===== src/rtl/quota_sched_pkg.sv =====
package quota_sched_pkg;

  // Strobes from the interval controller to the budget datapath.
  typedef struct packed {
    logic reload;  // refill all budgets on this edge
    logic issue;   // a grant is given in this cycle
  } ctrlStrobe_t;

  localparam int unsigned FULL_SHARE = 100;

endpackage


===== src/rtl/prio_pick.sv =====
module prio_pick #(
  parameter int unsigned NUM_SLOTS = 4
) (
  input  logic [NUM_SLOTS-1:0] eligible,
  output logic [NUM_SLOTS-1:0] pick
);

  // chain[i] is set when a lower-numbered slot already won
  logic [NUM_SLOTS:0] chain;

  assign chain[0] = 1'b0;

  for (genvar i = 0; i < NUM_SLOTS; i++) begin : g_pick
    assign pick[i]    = eligible[i] & ~chain[i];
    assign chain[i+1] = chain[i] | eligible[i];
  end

endmodule


===== src/rtl/issue_ctrl.sv =====
module issue_ctrl
  import quota_sched_pkg::*;
#(
  parameter int unsigned NUM_SLOTS = 4,
  parameter int unsigned LEN_W     = 8
) (
  input  logic                 clk,
  input  logic                 rstN,
  input  logic                 intervalStart,
  input  logic [LEN_W-1:0]     intervalLen,
  input  logic [NUM_SLOTS-1:0] slotReady,
  input  logic [NUM_SLOTS-1:0] hasQuota,
  output logic [NUM_SLOTS-1:0] grant,
  output ctrlStrobe_t          strobe
);

  // cycles still to run in the current interval, counting the present one
  logic [LEN_W-1:0]     cycLeft;
  logic [NUM_SLOTS-1:0] eligible;
  logic                 lastCycle;

  assign eligible  = hasQuota & slotReady;
  assign lastCycle = (cycLeft == LEN_W'(1));

  prio_pick #(.NUM_SLOTS(NUM_SLOTS)) u_pick (
    .eligible (eligible),
    .pick     (grant)
  );

  always_comb begin
    strobe        = '0;
    strobe.reload = intervalStart | lastCycle;
    strobe.issue  = |grant;
  end

  always_ff @(posedge clk) begin
    if (!rstN) begin
      cycLeft <= '0;
    end else if (strobe.reload) begin
      cycLeft <= intervalLen;
    end else if (cycLeft != '0) begin
      cycLeft <= cycLeft - LEN_W'(1);
    end
  end


  grant_onehot_chk: assert property (@(posedge clk) disable iff (!rstN)
    $onehot0(grant));


  no_waste_chk: assert property (@(posedge clk) disable iff (!rstN)
    (eligible != '0) |-> (grant != '0));


  len_count_chk: assert property (@(posedge clk) disable iff (!rstN)
    (cycLeft > LEN_W'(1) && !intervalStart) |=> (cycLeft == $past(cycLeft) - LEN_W'(1)));


  len_load_chk: assert property (@(posedge clk) disable iff (!rstN)
    intervalStart |=> (cycLeft == $past(intervalLen)));

  for (genvar i = 0; i < NUM_SLOTS; i++) begin : g_chk

    low_first_chk: assert property (@(posedge clk) disable iff (!rstN)
      grant[i] |-> ((eligible & NUM_SLOTS'((64'd1 << i) - 64'd1)) == '0));
  end

endmodule


===== src/rtl/quota_dp.sv =====
module quota_dp
  import quota_sched_pkg::*;
#(
  parameter int unsigned NUM_SLOTS = 4,
  parameter int unsigned PCT_W     = 7
) (
  input  logic                            clk,
  input  logic                            rstN,
  input  ctrlStrobe_t                     strobe,
  input  logic [NUM_SLOTS-1:0]            slotActive,
  input  logic [NUM_SLOTS-1:0][PCT_W-1:0] slotPct,
  input  logic [NUM_SLOTS-1:0]            grant,
  output logic [NUM_SLOTS-1:0]            hasQuota,
  output logic                            quotaOver
);

  localparam int unsigned SUM_W = PCT_W + $clog2(NUM_SLOTS) + 1;

  logic [NUM_SLOTS-1:0][PCT_W-1:0] quotaLeft;
  logic [SUM_W-1:0]                shareSum;

  always_comb begin
    shareSum = '0;
    for (int i = 0; i < NUM_SLOTS; i++) begin
      if (slotActive[i]) shareSum = shareSum + SUM_W'(slotPct[i]);
    end
  end

  for (genvar i = 0; i < NUM_SLOTS; i++) begin : g_slot
    always_ff @(posedge clk) begin
      if (!rstN) begin
        quotaLeft[i] <= '0;
      end else if (strobe.reload) begin
        quotaLeft[i] <= slotActive[i] ? slotPct[i] : '0;
      end else if (strobe.issue && grant[i]) begin
        quotaLeft[i] <= quotaLeft[i] - PCT_W'(1);
      end
    end

    assign hasQuota[i] = |quotaLeft[i];


    grant_has_budget_chk: assert property (@(posedge clk) disable iff (!rstN)
      grant[i] |-> hasQuota[i]);


    spend_one_chk: assert property (@(posedge clk) disable iff (!rstN)
      (grant[i] && !strobe.reload) |=> (quotaLeft[i] == $past(quotaLeft[i]) - PCT_W'(1)));


    keep_budget_chk: assert property (@(posedge clk) disable iff (!rstN)
      (!grant[i] && !strobe.reload) |=> $stable(quotaLeft[i]));


    refill_chk: assert property (@(posedge clk) disable iff (!rstN)
      strobe.reload |=> (quotaLeft[i] == ($past(slotActive[i]) ? $past(slotPct[i]) : PCT_W'(0))));
  end

  always_ff @(posedge clk) begin
    if (!rstN) begin
      quotaOver <= 1'b0;
    end else if (strobe.reload) begin
      quotaOver <= (shareSum > SUM_W'(FULL_SHARE));
    end
  end


  over_hold_chk: assert property (@(posedge clk) disable iff (!rstN)
    !strobe.reload |=> $stable(quotaOver));

endmodule


===== src/rtl/quota_issue_sched.sv =====
module quota_issue_sched
  import quota_sched_pkg::*;
#(
  parameter int unsigned NUM_SLOTS = 4,
  parameter int unsigned PCT_W     = 7,
  parameter int unsigned LEN_W     = 8
) (
  input  logic                            clk,
  input  logic                            rstN,
  input  logic                            intervalStart,
  input  logic [LEN_W-1:0]                intervalLen,
  input  logic [NUM_SLOTS-1:0]            slotActive,
  input  logic [NUM_SLOTS-1:0]            slotReady,
  input  logic [NUM_SLOTS-1:0][PCT_W-1:0] slotPct,
  output logic [NUM_SLOTS-1:0]            slotGrant,
  output logic                            idle,
  output logic                            quotaOver
);

  ctrlStrobe_t          strobe;
  logic [NUM_SLOTS-1:0] hasQuota;

  issue_ctrl #(.NUM_SLOTS(NUM_SLOTS), .LEN_W(LEN_W)) u_ctrl (
    .clk           (clk),
    .rstN          (rstN),
    .intervalStart (intervalStart),
    .intervalLen   (intervalLen),
    .slotReady     (slotReady),
    .hasQuota      (hasQuota),
    .grant         (slotGrant),
    .strobe        (strobe)
  );

  quota_dp #(.NUM_SLOTS(NUM_SLOTS), .PCT_W(PCT_W)) u_dp (
    .clk        (clk),
    .rstN       (rstN),
    .strobe     (strobe),
    .slotActive (slotActive),
    .slotPct    (slotPct),
    .grant      (slotGrant),
    .hasQuota   (hasQuota),
    .quotaOver  (quotaOver)
  );

  assign idle = ~strobe.issue;

endmodule


===== config.mk =====
export PLATFORM = sky130hd
export DESIGN_NAME = quota_issue_sched
export DESIGN_NICKNAME = d
export VERILOG_FILES = /design/src/rtl/quota_sched_pkg.sv /design/src/rtl/prio_pick.sv /design/src/rtl/issue_ctrl.sv /design/src/rtl/quota_dp.sv /design/src/rtl/quota_issue_sched.sv
export SDC_FILE = /design/constraint.sdc
export NUM_CORES = 1
export LEC_CHECK = 0
export BUFFER_PORTS_ARGS = -buffer_cell sky130_fd_sc_hd__buf_2
export CAP_MARGIN = 15
export CORE_UTILIZATION = 35
export DETAILED_ROUTE_END_ITERATION = 12
export PLACE_DENSITY = 0.58
export REMOVE_ABC_BUFFERS = 1
export SYNTH_ARGS = -nofsm -noshare
export SYNTH_HDL_FRONTEND = slang
export SYNTH_SLANG_ARGS = --single-unit

===== constraint.sdc =====
create_clock -name clk -period 4.8 [get_ports clk]
set_clock_uncertainty 0.05 [all_clocks]
set_input_delay 0.96 -clock clk [delete_from_list [all_inputs] [get_ports clk]]
set_output_delay 0.96 -clock clk [all_outputs]
set_load 0.01 [all_outputs]

======== After elaboration in Yosys (flattened, before gate mapping) ========
Cells that the tools add are included.
cells by class
  add/subtract/negate cells ............... 8
  magnitude comparators ................... 1
  equal/unequal tests ..................... 1
  multiplexer cells ....................... 18
  bitwise gates (word level) .............. 11
  reductions and logical operators ........ 15
operators by type and width
  operator             count
  $mux 7               13
  $mux 10              3
  $reduce_or 7->1      4
  $sub 7x1->7 const B  4
  $add 10x7->10        2
  $mux 8               2
  $gt 10x7->1 const B  1
  $reduce_bool 2->1    5
  $add 7x7->8          1
  $eq 8x1->1 const B   1
  $reduce_bool 8->1    1
  $sub 8x1->8 const B  1
  $and 4x4->4          1
  $logic_and 1x1->1    4
  $not 1->1            4
  $reduce_or 4->1      1
  $and 1x1->1          3
  $or 1x1->1           3
storage, ports and cells
  flip-flop bits (word level) ............. 37
  word-level logic and storage cells ...... 60

======== Longest topological paths before layout ========
  depth after elaboration ................. 10
  mapped depth ............................ 24
  mapped depth without buffers ............ 23

======== Modules after synthesis ========
Synthesis repeated with hierarchy kept, for this count alone.
second synthesis, totals
  cells, all modules ...................... 454
  area total of the unflattened synthesis .. 3477.1 um^2
modules (own cells, without submodules)
  module             times used  cells an instance  area an instance (um^2)  seq. area each (um^2)
  quota_dp           1           389                2926.6                   580.6
  issue_ctrl         1           60                 510.5                    160.2
  prio_pick          1           4                  36.3                     0.0
  quota_issue_sched  1           1                  3.8                      0.0

======== Worst setup path before layout ========
No wires, ideal clock.
  path type ............................... input to register
  from .................................... in slotActive[0]
  to ...................................... reg u_dp.quotaOver
  library setup time ...................... 0.086 ns
  arrival time ............................ 4.715 ns
  data required time ...................... 4.664 ns
  setup slack ............................. -0.050 ns
  cell stages on the path ................. 24
  path buffers ............................ 1
  cell sequence ........................... clkbuf_1 nand2_1 inv_1 ha_1 a21oi_1 o22ai_1 or3_1 and4_1 or2_2 ha_1 a21oi_1 nand2_1 xor2_1 mux2i_1 inv_1 ha_1 o21ai_0 a21oi_1 o21a_1 nor2_1 xnor2_1 nand3_1 and4_1 a211oi_1
between the ends
  longest elaborated chain between the ends .. 8
ends and longest elaborated chain
  item                  RTL line                 text
  from (decl)           quota_issue_sched.sv:12  input logic [NUM_SLOTS-1:0] slotActive,
  $mux 7 (*)            quota_dp.sv:25           if (slotActive[i]) shareSum = shareSum + SUM_W'(slotPct[i]);
  $add 7x7->8           quota_dp.sv:25
  $mux 10 (*)           quota_dp.sv:25
  $add 10x7->10         quota_dp.sv:25
  $mux 10 (*)           quota_dp.sv:25
  $add 10x7->10         quota_dp.sv:25
  $mux 10 (*)           quota_dp.sv:25
  $gt 10x7->1 (*)       quota_dp.sv:63           quotaOver <= (shareSum > SUM_W'(FULL_SHARE));
  to (signal assigned)  quota_dp.sv:63
  to (decl)             quota_dp.sv:14           output logic quotaOver
Mark *: on every way between the ends. The rest lies on a longest branch, timed or not.
A chain may end at the register's enable or synchronous reset.

======== Worst setup path after layout ========
Ends and elaborated chain as after synthesis.

==> tab_implementation.tex <==
\begin{tabular}{lr}
\hline
Metric & Value \\
\hline
\multicolumn{2}{l}{\textbf{Route}} \\
\quad Number of antenna-violating nets in the routed design & 0 \\
\quad Total wirelength of the detailed-routed design & 8.82 mm \\
\quad Number of violations reported at the end of detailed-routing iteration 0 & 122 \\
\quad Total vias in the final route & 3288 \\
\quad DRC & 0 \\
\quad Via-per-instance ratio & 5.32 \\
\quad Total iterations of the first detailed-routing run & 4 \\
\quad Per-cell routed wire length & 14.3 microns \\
\multicolumn{2}{l}{\textbf{Timing}} \\
\quad Setup ws final & 0.163 ns \\
\quad Setup TNS & 0 ns \\
\quad Worst slew margin relative to its limit & 0.320 \\
\quad Portion of the clock cycle consumed by the worst path in the final layout & 0.966 \\
\quad Transition time at the pin with the least slew margin & 1.01 ns \\
\quad Final-report hold violation count & 0 \\
\quad WHS & 0.470 ns \\
\quad Time the worst path needs with I/O delays and setup & 4.64 ns \\
\quad Fmax & 216 MHz \\
\quad Number of max-slew violations in the final report & 0 \\
\quad Setup violations, final & 0 \\
\multicolumn{2}{l}{\textbf{Setup path}} \\
\quad Endpoint required time on the critical path & 4.94 ns \\
\quad Worst Setup End Kind & register \\
\quad Crit path kind & input port to register \\
\quad Reg2reg setup slack & 2.30 ns \\
\quad Cell type of the slowest stage on the worst timing path & or3\_1 \\
\quad Worst reg2reg startpoint & u\_dp.quotaLeft[3] \\
\quad Slowest cell delay on critical path & 0.36 ns \\
\quad CP top delay family & simple AND/OR/NAND/NOR gates \\
\quad Sum of buffers and inverters on the critical path & 2 \\
\quad Worst Setup Start Kind & input port \\
\quad Crit-path cells & buf\_2 > nand2\_1 > inv\_1 > ha\_4 > a21oi\_2 > o22ai\_2 > or3\_1 > and4\_1 > or2\_2 > ha\_1 > nand3b\_1 > a21oi\_2 > nor2\_1 > xnor2\_1 > mux2\_2 > ha\_1 > nand2\_1 > nor4\_1 > nand3\_1 > o22ai\_1 > and4\_1 > a211oi\_2 \\
\quad Critical path peak fanout & 5 \\
\quad Worst-case reg-to-reg path depth & 8 \\
\quad R2r endpoint & u\_dp.quotaLeft[25] \\
\quad Arrival @ worst endpoint & 4.77 ns \\
\multicolumn{2}{l}{\textbf{Placement}} \\
\quad Port Buffers & 52 \\
\quad Pre-CTS WS & -0.191 ns \\
\quad Final weighted congestion of routability-driven global placement & 0.793 \\
\quad Estimated wirelength of the detail-placed design & 6.64 mm \\
\multicolumn{2}{l}{\textbf{Yosys}} \\
\quad Gate count after technology mapping & 435 \\
\quad Netlist Area Pre-Place & 3310 sq um \\
\quad Ranking of synthesized cells by area & dfxtp\_1, ha\_1, nand2\_1, xnor2\_1, a21oi\_1 \\
\quad Post-synth top flop & dfxtp\_1 \\
\quad Cell type with the highest aggregate area in the netlist & dfxtp\_1 \\
\quad Synth Area per Inst & 7.61 sq um \\
\quad Share of synthesized area occupied by flip-flops and latches & 0.224 \\
\quad Number of register bits inferred by synthesis & 37 \\
\quad Top cell type's share of synthesized area & 0.224 \\
\quad Post-synth EDFFs & 0 \\
\quad Post-synth ARST share & 0 \\
\quad Syn. warnings & 0 \\
\quad Count of cell types in the netlist & 61 \\
\multicolumn{2}{l}{\textbf{Final layout}} \\
\quad Layout net count & 586 \\
\quad Number of antenna cells inserted & 0 \\
\quad Area delta synth->final & 22.6\% \\
\quad Layout fillers & 957 \\
\quad Final core utilization & 0.441 \\
\quad Seq. cell area & 741 sq um \\
\quad Footprint of the multi-input gates & 2510 sq um \\
\quad Share of final-layout standard cells stronger than drive strength 1 & 0.243 \\
\multicolumn{2}{l}{\textbf{Flow run}} \\
\quad Max capacitance violation total & 0 \\
\multicolumn{2}{l}{\textbf{GRT}} \\
\quad Largest net degree at the start of global routing & 47 \\
\quad Total global routing track utilization & 0.182 \\
\quad Total congestion overflow & 0 \\
\quad Via count of the first global-routing pass & 3077 \\
\quad Wire length of the first global-routing pass & 14.4 mm \\
\quad Initial antenna violation count & 0 \\
\multicolumn{2}{l}{\textbf{Floorplanning}} \\
\quad Total die area & 9850 sq um \\
\quad Number of placement rows & 35 \\
\quad Overall die width & 99.3 microns \\
\quad Number of I/O pins & 53 \\
\quad Core Footprint & 9200 sq um \\
\quad Die outline height & 99.3 microns \\
\quad Effective utilization at floorplan & 0.360 \\
\multicolumn{2}{l}{\textbf{Clock tree}} \\
\quad Buffer depth of the longest clock path & 2 \\
\quad Post-cts hold buffer count & 0 \\
\quad TritonCTS clock tree & yes \\
\quad Number of levels in the clock H-tree & 2 \\
\quad Master cell of the clock root buffer & clkbuf\_8 \\
\quad TritonCTS buffer count & 5 \\
\quad Post-CTS clock slew at the launch and capture registers of the worst setup and hold paths & 0.08 ns \\
\quad Skew-Pair Late Insertion Delay & 0.30 ns \\
\quad Clock sink count & 37 \\
\multicolumn{2}{l}{\textbf{Power and ir drop}} \\
\quad Max rail drop VDD & 0.0942 mV \\
\quad Leakage power total & 1.75 nW \\
\quad Power per cell area & 278 nW/um\^{}2 \\
\quad Final Total Pwr & 0.00113 W \\
\multicolumn{2}{l}{\textbf{Status}} \\
\quad Status & finished clean \\
\multicolumn{2}{l}{\textbf{Worst hold path}} \\
\quad Worst Hold Path Cells & 2 \\
\quad Type of the tightest min-delay check & register to register \\
\quad Worst hold path endpoint & u\_ctrl.cycLeft[3] \\
\quad Start point of the worst hold path & u\_ctrl.cycLeft[3] \\
\hline
\end{tabular}
[power by group]
part	total (W)	switching [W]	leakage, nW	internal (W)
registers	0.000362	0.0000252	0.305	0.000337
logic	0.000541	0.000288	1.40	0.000253
clock network	0.000227	0.000126	0.0439	0.000100
[per-layer routing]
metal	part of all wire	GRT usage	vias to the layer above
met5	0	0	-
met4	0.011	0.0498	0
met2	0.46	0.299	72
li1	-	-	1694
met3	0.047	0.0253	8
met1	0.48	0.248	1514
[worst max path at each step]
stage / endpoint / slack [ns] / startpoint / cells after the start
2_1_floorplan: u_dp.quotaOver / 0.15 / slotPct[0] / 23
3_3_place_gp: u_dp.quotaOver / -0.09 / slotActive[0] / 24
3_5_place_dp: u_dp.quotaOver / -0.19 / slotActive[0] / 24
4_1_cts: u_dp.quotaOver / 0.12 / slotActive[0] / 24
5_1_grt: u_dp.quotaOver / -0.003 / slotActive[0] / 24
6_report: u_dp.quotaOver / 0.16 / slotActive[0] / 22
[sequential cells by signal (all words and copies together), names as in the netlist]
name,count
u_ctrl.cycLeft,8
u_dp.quotaLeft,28
u_dp.quotaOver,1
[worst reg2reg max path, stage by stage, from the launching register on]
cell and delay (ns):
dfxtp_1 0.35, nor3_1 0.35, a31oi_2 0.31, nand3b_2 0.38, nor2_4 0.21, nand2_2 0.09
or3_1 0.33, xor2_1 0.16, a211oi_2 0.20
[per-stage QoR]
| stage | instances | cell area, sq um |
|---|---|---|
| 4_1_cts | 618 | 3970 |
| 5_1_grt | 618 | 4060 |
| 6_report | 618 | 4060 |
| 3_3_place_gp | 610 | 3880 |
| 3_5_place_dp | 610 | 3880 |
| 2_1_floorplan | 417 | 3240 |
[timing repair]
item                       CTS  global route
buffers inserted             0             0
setup endpoints to repair    0             1
gates resized for setup      0            17
[final cells by class]
cell class,count,area share
Multi-Input combinational cell,355,0.619
Sequential cell,37,0.183
Timing Repair Buffer,82,0.120
Tap cell,111,0.0342
Inverter,25,0.0231
Clock buffer,5,0.0170
Clock inverter,3,0.00432
[layout by cell type, fill, tap and decap left out, types with 4 or more instances in the layout]
cell	count
nand3_1	25
a31oi_1	5
xnor2_1	23
a21oi_2	5
and2_1	4
dfxtp_1	37
nand2b_1	4
buf_2	52
o21ai_0	14
xor2_1	16
o211ai_1	7
nor4_1	6
buf_4	30
a21oi_1	34
clkbuf_8	5
nor3_1	11
nor2_1	25
nand2_1	58
ha_1	28
inv_1	24
a211oi_1	9
nand4_1	4
mux2i_1	5
or3_1	6
[synth_stat cells, types with 2 or more instances]
cell type,instances
o22ai_1,2
or4_4,2
a21o_1,3
nand2b_1,4
o21ai_0,14
and4_1,2
a311oi_1,3
xor2_1,17
mux2_2,2
xnor2_1,23
nand3b_1,2
o21a_1,3
mux2i_1,5
nor4b_1,2
nand2_1,58
o21ai_4,2
nor4_1,6
o221ai_1,2
fa_1,2
clkbuf_1,16
or3_1,6
nand4_1,4
a31oi_1,7
nor2_1,27
nor3_1,11
o31ai_1,3
and2_1,4
dfxtp_1,37
ha_1,31
a211oi_1,10
a21oi_1,38
and3_1,3
o211ai_1,7
nand3_1,26
nand2_2,2
inv_1,24
[kinds of logic (layout without fill, tap and decap cells)]
| logic type | count (synthesis) | count (layout) | synth area share |
|---|---|---|---|
| xor gates and xnor gates | 40 | 40 | 0.106 |
| and+or+nand+nor | 169 | 169 | 0.257 |
| AOI/OAI and AO/OA | 106 | 106 | 0.213 |
| adders and majority gates | 33 | 33 | 0.129 |
| buffers and inverters | 43 | 115 | 0.0499 |
| DFF | 37 | 37 | 0.224 |
| muxes | 7 | 7 | 0.0219 |
(Power assumes the default switching activity.)
